$ cat src/rtl/store_defer_buf.sv
module store_defer_buf #(
  parameter int AW = 10,
  parameter int DW = 32
) (
  input  logic          clk,
  input  logic          rst_n,
  input  logic          req_valid,
  input  logic          req_store,
  input  logic [AW-1:0] req_addr,
  input  logic [DW-1:0] req_wdata,
  input  logic [DW/8-1:0] req_be,
  input  logic          tag_hit,
  input  logic          flush,
  output logic [AW-1:0] arr_addr,
  output logic          arr_we,
  output logic [DW-1:0] arr_wdata,
  output logic [DW/8-1:0] arr_be,
  input  logic [DW-1:0] arr_rdata,
  output logic [DW-1:0] load_data
);
  localparam int BW = DW / 8;

  logic          pv;
  logic [AW-1:0] pa;
  logic [DW-1:0] pd;
  logic [BW-1:0] pb;

  wire is_st  = req_valid & req_store;
  wire is_ld  = req_valid & ~req_store;
  wire drain  = ~req_valid & flush;
  wire park   = is_st & tag_hit;
  wire match  = pv & (req_addr == pa);

  assign arr_we    = pv & (is_st | drain);
  assign arr_addr  = is_ld ? req_addr : pa;
  assign arr_wdata = pd;
  assign arr_be    = pb;

  for (genvar i = 0; i < BW; i++) begin : g_lane
    assign load_data[8*i +: 8] = (match & pb[i]) ? pd[8*i +: 8] : arr_rdata[8*i +: 8];
  end

  always_ff @(posedge clk) begin
    if (!rst_n)     pv <= 1'b0;
    else if (park)  pv <= 1'b1;
    else if (drain) pv <= 1'b0;
  end

  always_ff @(posedge clk) begin
    if (park) begin
      pa <= req_addr;
      pd <= req_wdata;
      pb <= req_be;
    end
  end
endmodule


$ cat config.mk
export PLATFORM = sky130hd
export DESIGN_NAME = store_defer_buf
export DESIGN_NICKNAME = d
export VERILOG_FILES = /design/src/rtl/store_defer_buf.sv
export SDC_FILE = /design/constraint.sdc
export NUM_CORES = 1
export LEC_CHECK = 0
export BUFFER_PORTS_ARGS = -buffer_cell sky130_fd_sc_hd__buf_2
export CORE_UTILIZATION = 40
export CTS_CLUSTER_DIAMETER = 200
export DETAILED_ROUTE_END_ITERATION = 12
export GPL_TIMING_DRIVEN = 1
export PLACE_DENSITY = 0.8
export REMOVE_ABC_BUFFERS = 1
export SKIP_CTS_REPAIR_TIMING = 1
export SYNTH_ARGS = -nofsm -noshare
export SYNTH_HDL_FRONTEND = slang
export SYNTH_SLANG_ARGS = --single-unit
export TNS_END_PERCENT = 5
$ cat constraint.sdc
create_clock -name clk -period 2.06 [get_ports clk]
set_input_delay 0.206 -clock clk [delete_from_list [all_inputs] [get_ports clk]]
set_output_delay 0.206 -clock clk [all_outputs]
set_load 0.005 [all_outputs]
==> results.md, run 1 <==
- Status: complete, but fails checks
- Violated checks: negative setup slack
- IR Drop Worst-Case VDD: 0.0004512 V
- Static leakage: 1.444 nW
- Bufs on Longest Clock Path: 2
- Minimum setup slack after placement: -24.85 ps
- Number of remaining DRC errors: 0
- Antenna violations before repair: 0
- Clock Sink Count: 47
- Critical Path Start Type: flop
- Final weighted congestion in routability-driven placement: 0.7664
- Routed via count divided by cell count: 4.597
- Via total after detailed routing: 1655
- Mean instance size in the synthesized netlist: 17.94 µm²
- Number of synthesized register bits: 47
- Number of fill cells: 426
- Sequential fraction of the synthesis area: 65.65%
- Leading cell type in the layout, fill and taps excluded: sky130_fd_sc_hd__buf_2
- Final critical path time including I/O delays and setup: 2307 ps
- Placed cell areas: 3054 µm²
- Final Non-Filler Cells: 360
- Initial standard-cell utilization of the core: 41.79%
- RSZ-0062 raised after global routing: yes
- Cell Area, Synth: 2135 µm²
- Maximum number of pins on one net before global-route repair: 26
- Final worst hold slack: 85.27 ps
- Most used cells in the layout excluding fill and tap cells: 162 x sky130_fd_sc_hd__buf_2, 46 x sky130_fd_sc_hd__edfxtp_1, 42 x sky130_fd_sc_hd__mux2_2
- Synthesized instance count: 119
- Drt pass-1 iters: 4
- Clock tree from TritonCTS: built
- Top-Level Pins: 163
- Number of nets in the layout: 373
- Fraction of final layout cells sized beyond drive strength 1: 76.21%
- Aggregate global routing overflow: 0
- Die extent in x: 75.05 µm
- Final design area excluding fillers: 3196 µm²
- Highest Clock Rate: 433.4 MHz
- Number of endpoints failing setup at the final stage: 32
- Standard cell core area: 5107 µm²
- Worst-case setup margin in the final layout: -247.2 ps
- Max-slew violation count: 0
- Required time worst endpoint: 1850 ps
- Routed WL: 4.907 mm
- DIE AREA: 5633 µm²
- Number of unique standard cell types used by synthesis: 17
- Path class of the lowest-slack min-delay path: in2reg
- Worst skew pair latency: 290 ps
- Global-route wire length before repair: 6.817 mm
- Critical path capture point type: output pin
- Cell count after placement: 351
- Number of hold-slack violations in the final timing report: 0
- Clock tree root buffer cell: sky130_fd_sc_hd__clkbuf_8
- Inserted Clock Buffers: 5
- Max-slew headroom at the worst pin: 67.99%
- Per-cell routed wire length: 13.63 µm
- Area added between synthesis and finish: 49.71%
- Violation count after the first detailed-routing iteration: 25
- Final antenna-violating net count: 0
- Power Dens Cells: 642.0 nW/µm²
- Max-capacitance violation count: 0
- Largest clock skew in the final design: 0 ps
- Number of global-route vias before repair: 1525
- Number of diodes added for antenna fixing: 0
- Max H-tree Level: 2
- Crit Path Category: reg2out
- Total global routing track utilization: 16.95%
- Number of rows created at floorplan: 26
- Height of the die: 75.05 µm
- Total number of yosys warnings: 0
- Slew of the pin with the lowest slew margin: 480.1 ps
- Arrival time reported for the critical path endpoint: 2100 ps
- Crit path max fanout: 8
- Number of buffer cells added on primary ports: 162
- Final core area utilization: 62.57%
- Post-detail-place hpwl: 3.938 mm
- Final worst path period share: 112.0%
- CTS clk-pin slew, worst paths: 80 ps
-- flip-flops by register name, summed over array words and instances (netlist names) --
register,cells
arr_be,4
arr_wdata,32
pa,10
pv,1
-- where the power goes --
part	internal, mW	leakage [nW]	total (mW)	switching (mW)
combinational	0.163	0.957	0.284	0.121
clock	0.355	0.0556	0.646	0.291
sequential	1.10	0.431	1.12	0.0216
total	1.62	1.44	2.05	0.433
-- layer usage --
metal  track usage (%)  vias up  routed length [µm]
met4             8.386        0                 105
met3             4.418       10                 389
met5                 0        -                   0
li1                  -      806                   -
met2             30.33       82                2624
met1             18.62      757                1788
-- critical path, cell delays in order (launching register included) --
cell	delay (ps)
sky130_fd_sc_hd__edfxtp_1	410
sky130_fd_sc_hd__xor2_1	180
sky130_fd_sc_hd__nor3_4	390
sky130_fd_sc_hd__nand4_2	330
sky130_fd_sc_hd__mux2_2	370
sky130_fd_sc_hd__buf_2	130
-- cells in the mapped netlist, drive strengths merged --
| cell | instances | share of area (%) |
|---|---|---|
| edfxtp | 46 | 65 |
| mux2 | 42 | 22 |
| xor2 | 9 | 3.7 |
| nand4 | 4 | 2.3 |
| nor3b | 4 | 1.4 |
| clkbuf | 2 | 0.35 |
| nand2b | 2 | 0.59 |
| a21boi | 1 | 0.35 |
| a21oi | 1 | 0.23 |
| and2 | 1 | 0.29 |
| and3 | 1 | 0.29 |
| dfxtp | 1 | 0.94 |
| nand2 | 1 | 0.18 |
| nor2b | 1 | 0.29 |
| nor3 | 1 | 0.76 |
| nor4 | 1 | 1.0 |
| xnor2 | 1 | 0.41 |
-- per-stage QoR --
stage / setup TNS, ps / power [mW]
after floorplan: 0 / 1.249
after global placement: 0 / 1.416
after detailed placement: -335.0 / 1.424
after CTS: -11010 / 2.072
after global routing: -10390 / 2.135
final: -6862 / 2.051
-- kinds of logic after synthesis --
kind of cell	count (synthesis)	share of synthesized area [%]
simple gates	16	7.152
buf+inv	2	0.3518
mux	42	22.16
flops	47	65.65
compound gates	2	0.5861
xor+xnor	10	4.103
-- cell type report --
| class | count | area, µm² | area share, % |
|---|---|---|---|
| Tap cell | 70 | 87.58 | 2.741 |
| Clock buffer | 5 | 68.82 | 2.153 |
| Clock inverter | 3 | 38.79 | 1.214 |
| Timing Repair Buffer | 165 | 845.8 | 26.47 |
| Multi-Input combinational cell | 70 | 753.2 | 23.57 |
| Sequential cell | 47 | 1401 | 43.85 |
-- final timing paths --
path | startpoint | end | slack [ps] | depth (start not counted)
setup / recovery | pa[1] | load_data[27] | -250 | 5
hold reg to reg | pv | pv | 540 | 2
setup reg to reg | pv | pv | 1450 | 2
hold / removal | req_wdata[21] | arr_wdata[21] | 90 | 1
Power figures use the tool's default switching activity.
==> inputs of run 2 (changes only) <==
--- a/config.mk
+++ b/config.mk
@@ -8,2 +8,3 @@
 export BUFFER_PORTS_ARGS = -buffer_cell sky130_fd_sc_hd__buf_2
+export CAP_MARGIN = 20
 export CORE_UTILIZATION = 40
==> constraint.sdc (replaced) <==
create_clock -name clk -period 2.06 [get_ports clk]
set_input_delay 0.103 -clock clk [delete_from_list [all_inputs] [get_ports clk]]
set_output_delay 0.103 -clock clk [all_outputs]
set_load 0.005 [all_outputs]
==> results.md, run 2 (synthesis gave the netlist of run 1 again) <==
- Status: complete, but fails checks
- Violated checks: negative setup slack
- Max FFs per register: 32 (unchanged)
- Arrival time reported for the critical path endpoint: 2030 ps (-70 ps)
- Top-Level Pins: 163 (unchanged)
- Per-cell routed wire length: 15.52 µm (+14%)
- Bufs on Longest Clock Path: 2 (unchanged)
- Total global routing track utilization: 17.79% (+0.84 points)
- Tot Pwr: 2.140 mW (+4.3%)
- Final worst path period share: 103.5% (-8.5 points)
- Most used cells in the layout excluding fill and tap cells: 162 x sky130_fd_sc_hd__buf_2, 46 x sky130_fd_sc_hd__edfxtp_1, 42 x sky130_fd_sc_hd__mux2_2
- Height of the die: 75.05 µm (unchanged)
- Inserted Clock Buffers: 5 (unchanged)
- Via total after detailed routing: 1857 (+12%)
- Drt pass-1 iters: 4 (unchanged)
- Post-detail-place hpwl: 4.051 mm (+2.9%)
- Max H-tree Level: 2 (unchanged)
- Number of endpoints failing setup at the final stage: 25 (-22%)
- Crit path max fanout: 8 (unchanged)
- Highest Clock Rate: 468.9 MHz (+8.2%)
- Slowest cell on the critical path: sky130_fd_sc_hd__edfxtp_1
- Number of rows created at floorplan: 26 (unchanged)
- Worst-path cell chain: xor2_1 > nor3b_1 > nand4_4 > mux2_2 > buf_2
- Critical Path Start Type: flop
- Worst skew pair latency: 290 ps (about the same)
- IR Drop Worst-Case VDD: 0.0004629 V (+2.6%)
- Slew of the pin with the lowest slew margin: 546.5 ps (+66.32 ps)
- Static leakage: 1.605 nW (+11%)
- Routed WL: 6.144 mm (+25%)
- Required time worst endpoint: 1960 ps (+110 ps)
- Global-route wire length before repair: 7.217 mm (+5.9%)
- Initial standard-cell utilization of the core: 41.79% (unchanged)
- Cell family with most CP delay: simple AND/OR/NAND/NOR gates
- Standard cell core area: 5107 µm² (unchanged)
- Crit Path Category: reg2out
- Leading cell type in the layout, fill and taps excluded: sky130_fd_sc_hd__buf_2
- Number of hold-slack violations in the final timing report: 0 (unchanged)
- Largest clock skew in the final design: 0 ps (unchanged)
- Clock Sink Count: 47 (unchanged)
- Cell count after placement: 350 (-0.28%)
- Number of global-route vias before repair: 1576 (+3.3%)
- Minimum setup slack after placement: 65.72 ps (+90.57 ps)
- Die extent in x: 75.05 µm (unchanged)
- Maximum number of pins on one net before global-route repair: 27 (+3.8%)
- Delay of the slowest cell on the worst path: 410 ps (about the same)
- Max-slew headroom at the worst pin: 63.57% (-4.4 points)
- RSZ-0062 raised after global routing: yes
- Buffers & Inverters on Critical Path: 1 (unchanged)
- Number of nets in the layout: 409 (+9.7%)
- Max-slew violation count: 0 (unchanged)
- DIE AREA: 5633 µm² (unchanged)
- Violation count after the first detailed-routing iteration: 76 (+200%)
- Path class of the lowest-slack min-delay path: in2reg
- Clock tree root buffer cell: sky130_fd_sc_hd__clkbuf_8
- Aggregate global routing overflow: 0 (unchanged)
- Final design area excluding fillers: 3591 µm² (+12%)
- Routed via count divided by cell count: 4.689 (+2.0%)
- Number of remaining DRC errors: 0 (unchanged)
- CTS clk-pin slew, worst paths: 90 ps (about the same)
- Placed cell areas: 3047 µm² (-0.25%)
- Final critical path time including I/O delays and setup: 2133 ps (-174.6 ps)
- Max-capacitance violation count: 0 (unchanged)
- Power Dens Cells: 595.9 nW/µm² (-7.2%)
- Final weighted congestion in routability-driven placement: 0.7567 (-1.3%)
- Fraction of final layout cells sized beyond drive strength 1: 68.40% (-7.8 points)
- Final Non-Filler Cells: 396 (+10%)
- Final antenna-violating net count: 0 (unchanged)
- Area added between synthesis and finish: 68.23%
- Number of diodes added for antenna fixing: 0 (unchanged)
- Clock tree from TritonCTS: built
- Number of buffer cells added on primary ports: 162 (unchanged)
- Critical path capture point type: output pin
- Worst-case setup margin in the final layout: -72.63 ps (+174.6 ps)
- Antenna violations before repair: 0 (unchanged)
[run 2: changes by cell type in the layout (fill, tap and decap cells not counted), sizes merged]
cell / previous run / this run
dlygate4sd3: 0 / 36
[run 2: layout make-up]
class                           count  area (µm²)
Tap cell                           70       87.58
Clock buffer                        5       68.82
Timing Repair Buffer              201        1222
Multi-Input combinational cell     70       772.0
Fill cell                         385        1516
Clock inverter                      3       38.79
Sequential cell                    47        1401
[run 2: metrics by stage]
step	hold WS (ps)	utilization [%]	TNS, ps
after floorplan	201.9	-	0
after global placement	279.7	59.65	0
after detailed placement	281.1	59.65	0
after CTS	-24.60	61.76	-7558
after global routing	13.76	70.31	-4169
final	11.83	70.31	-970.5
[run 2: layer usage]
layer  vias to the layer above  routed length, µm  global-route usage, %
met1                       880               2192                  18.82
met5                         -                  0                      0
met2                        92               3437                  32.43
met3                         9                397                  5.355
met4                         0                118                  8.176
li1                        876                  -                      -
[run 2: worst paths after layout]
kind         startpoint             to  slack, ps  depth (start not counted)
max               pa[6]  load_data[12]        -70                          5
min               rst_n             pv         10                          2
max reg2reg          pv             pv       1470                          2
min reg2reg          pv             pv        530                          2
[run 2: power breakdown]
part           internal (mW)  switching (mW)
sequential              1.10          0.0237
clock                  0.356           0.305
combinational          0.213           0.142
total                   1.67           0.471
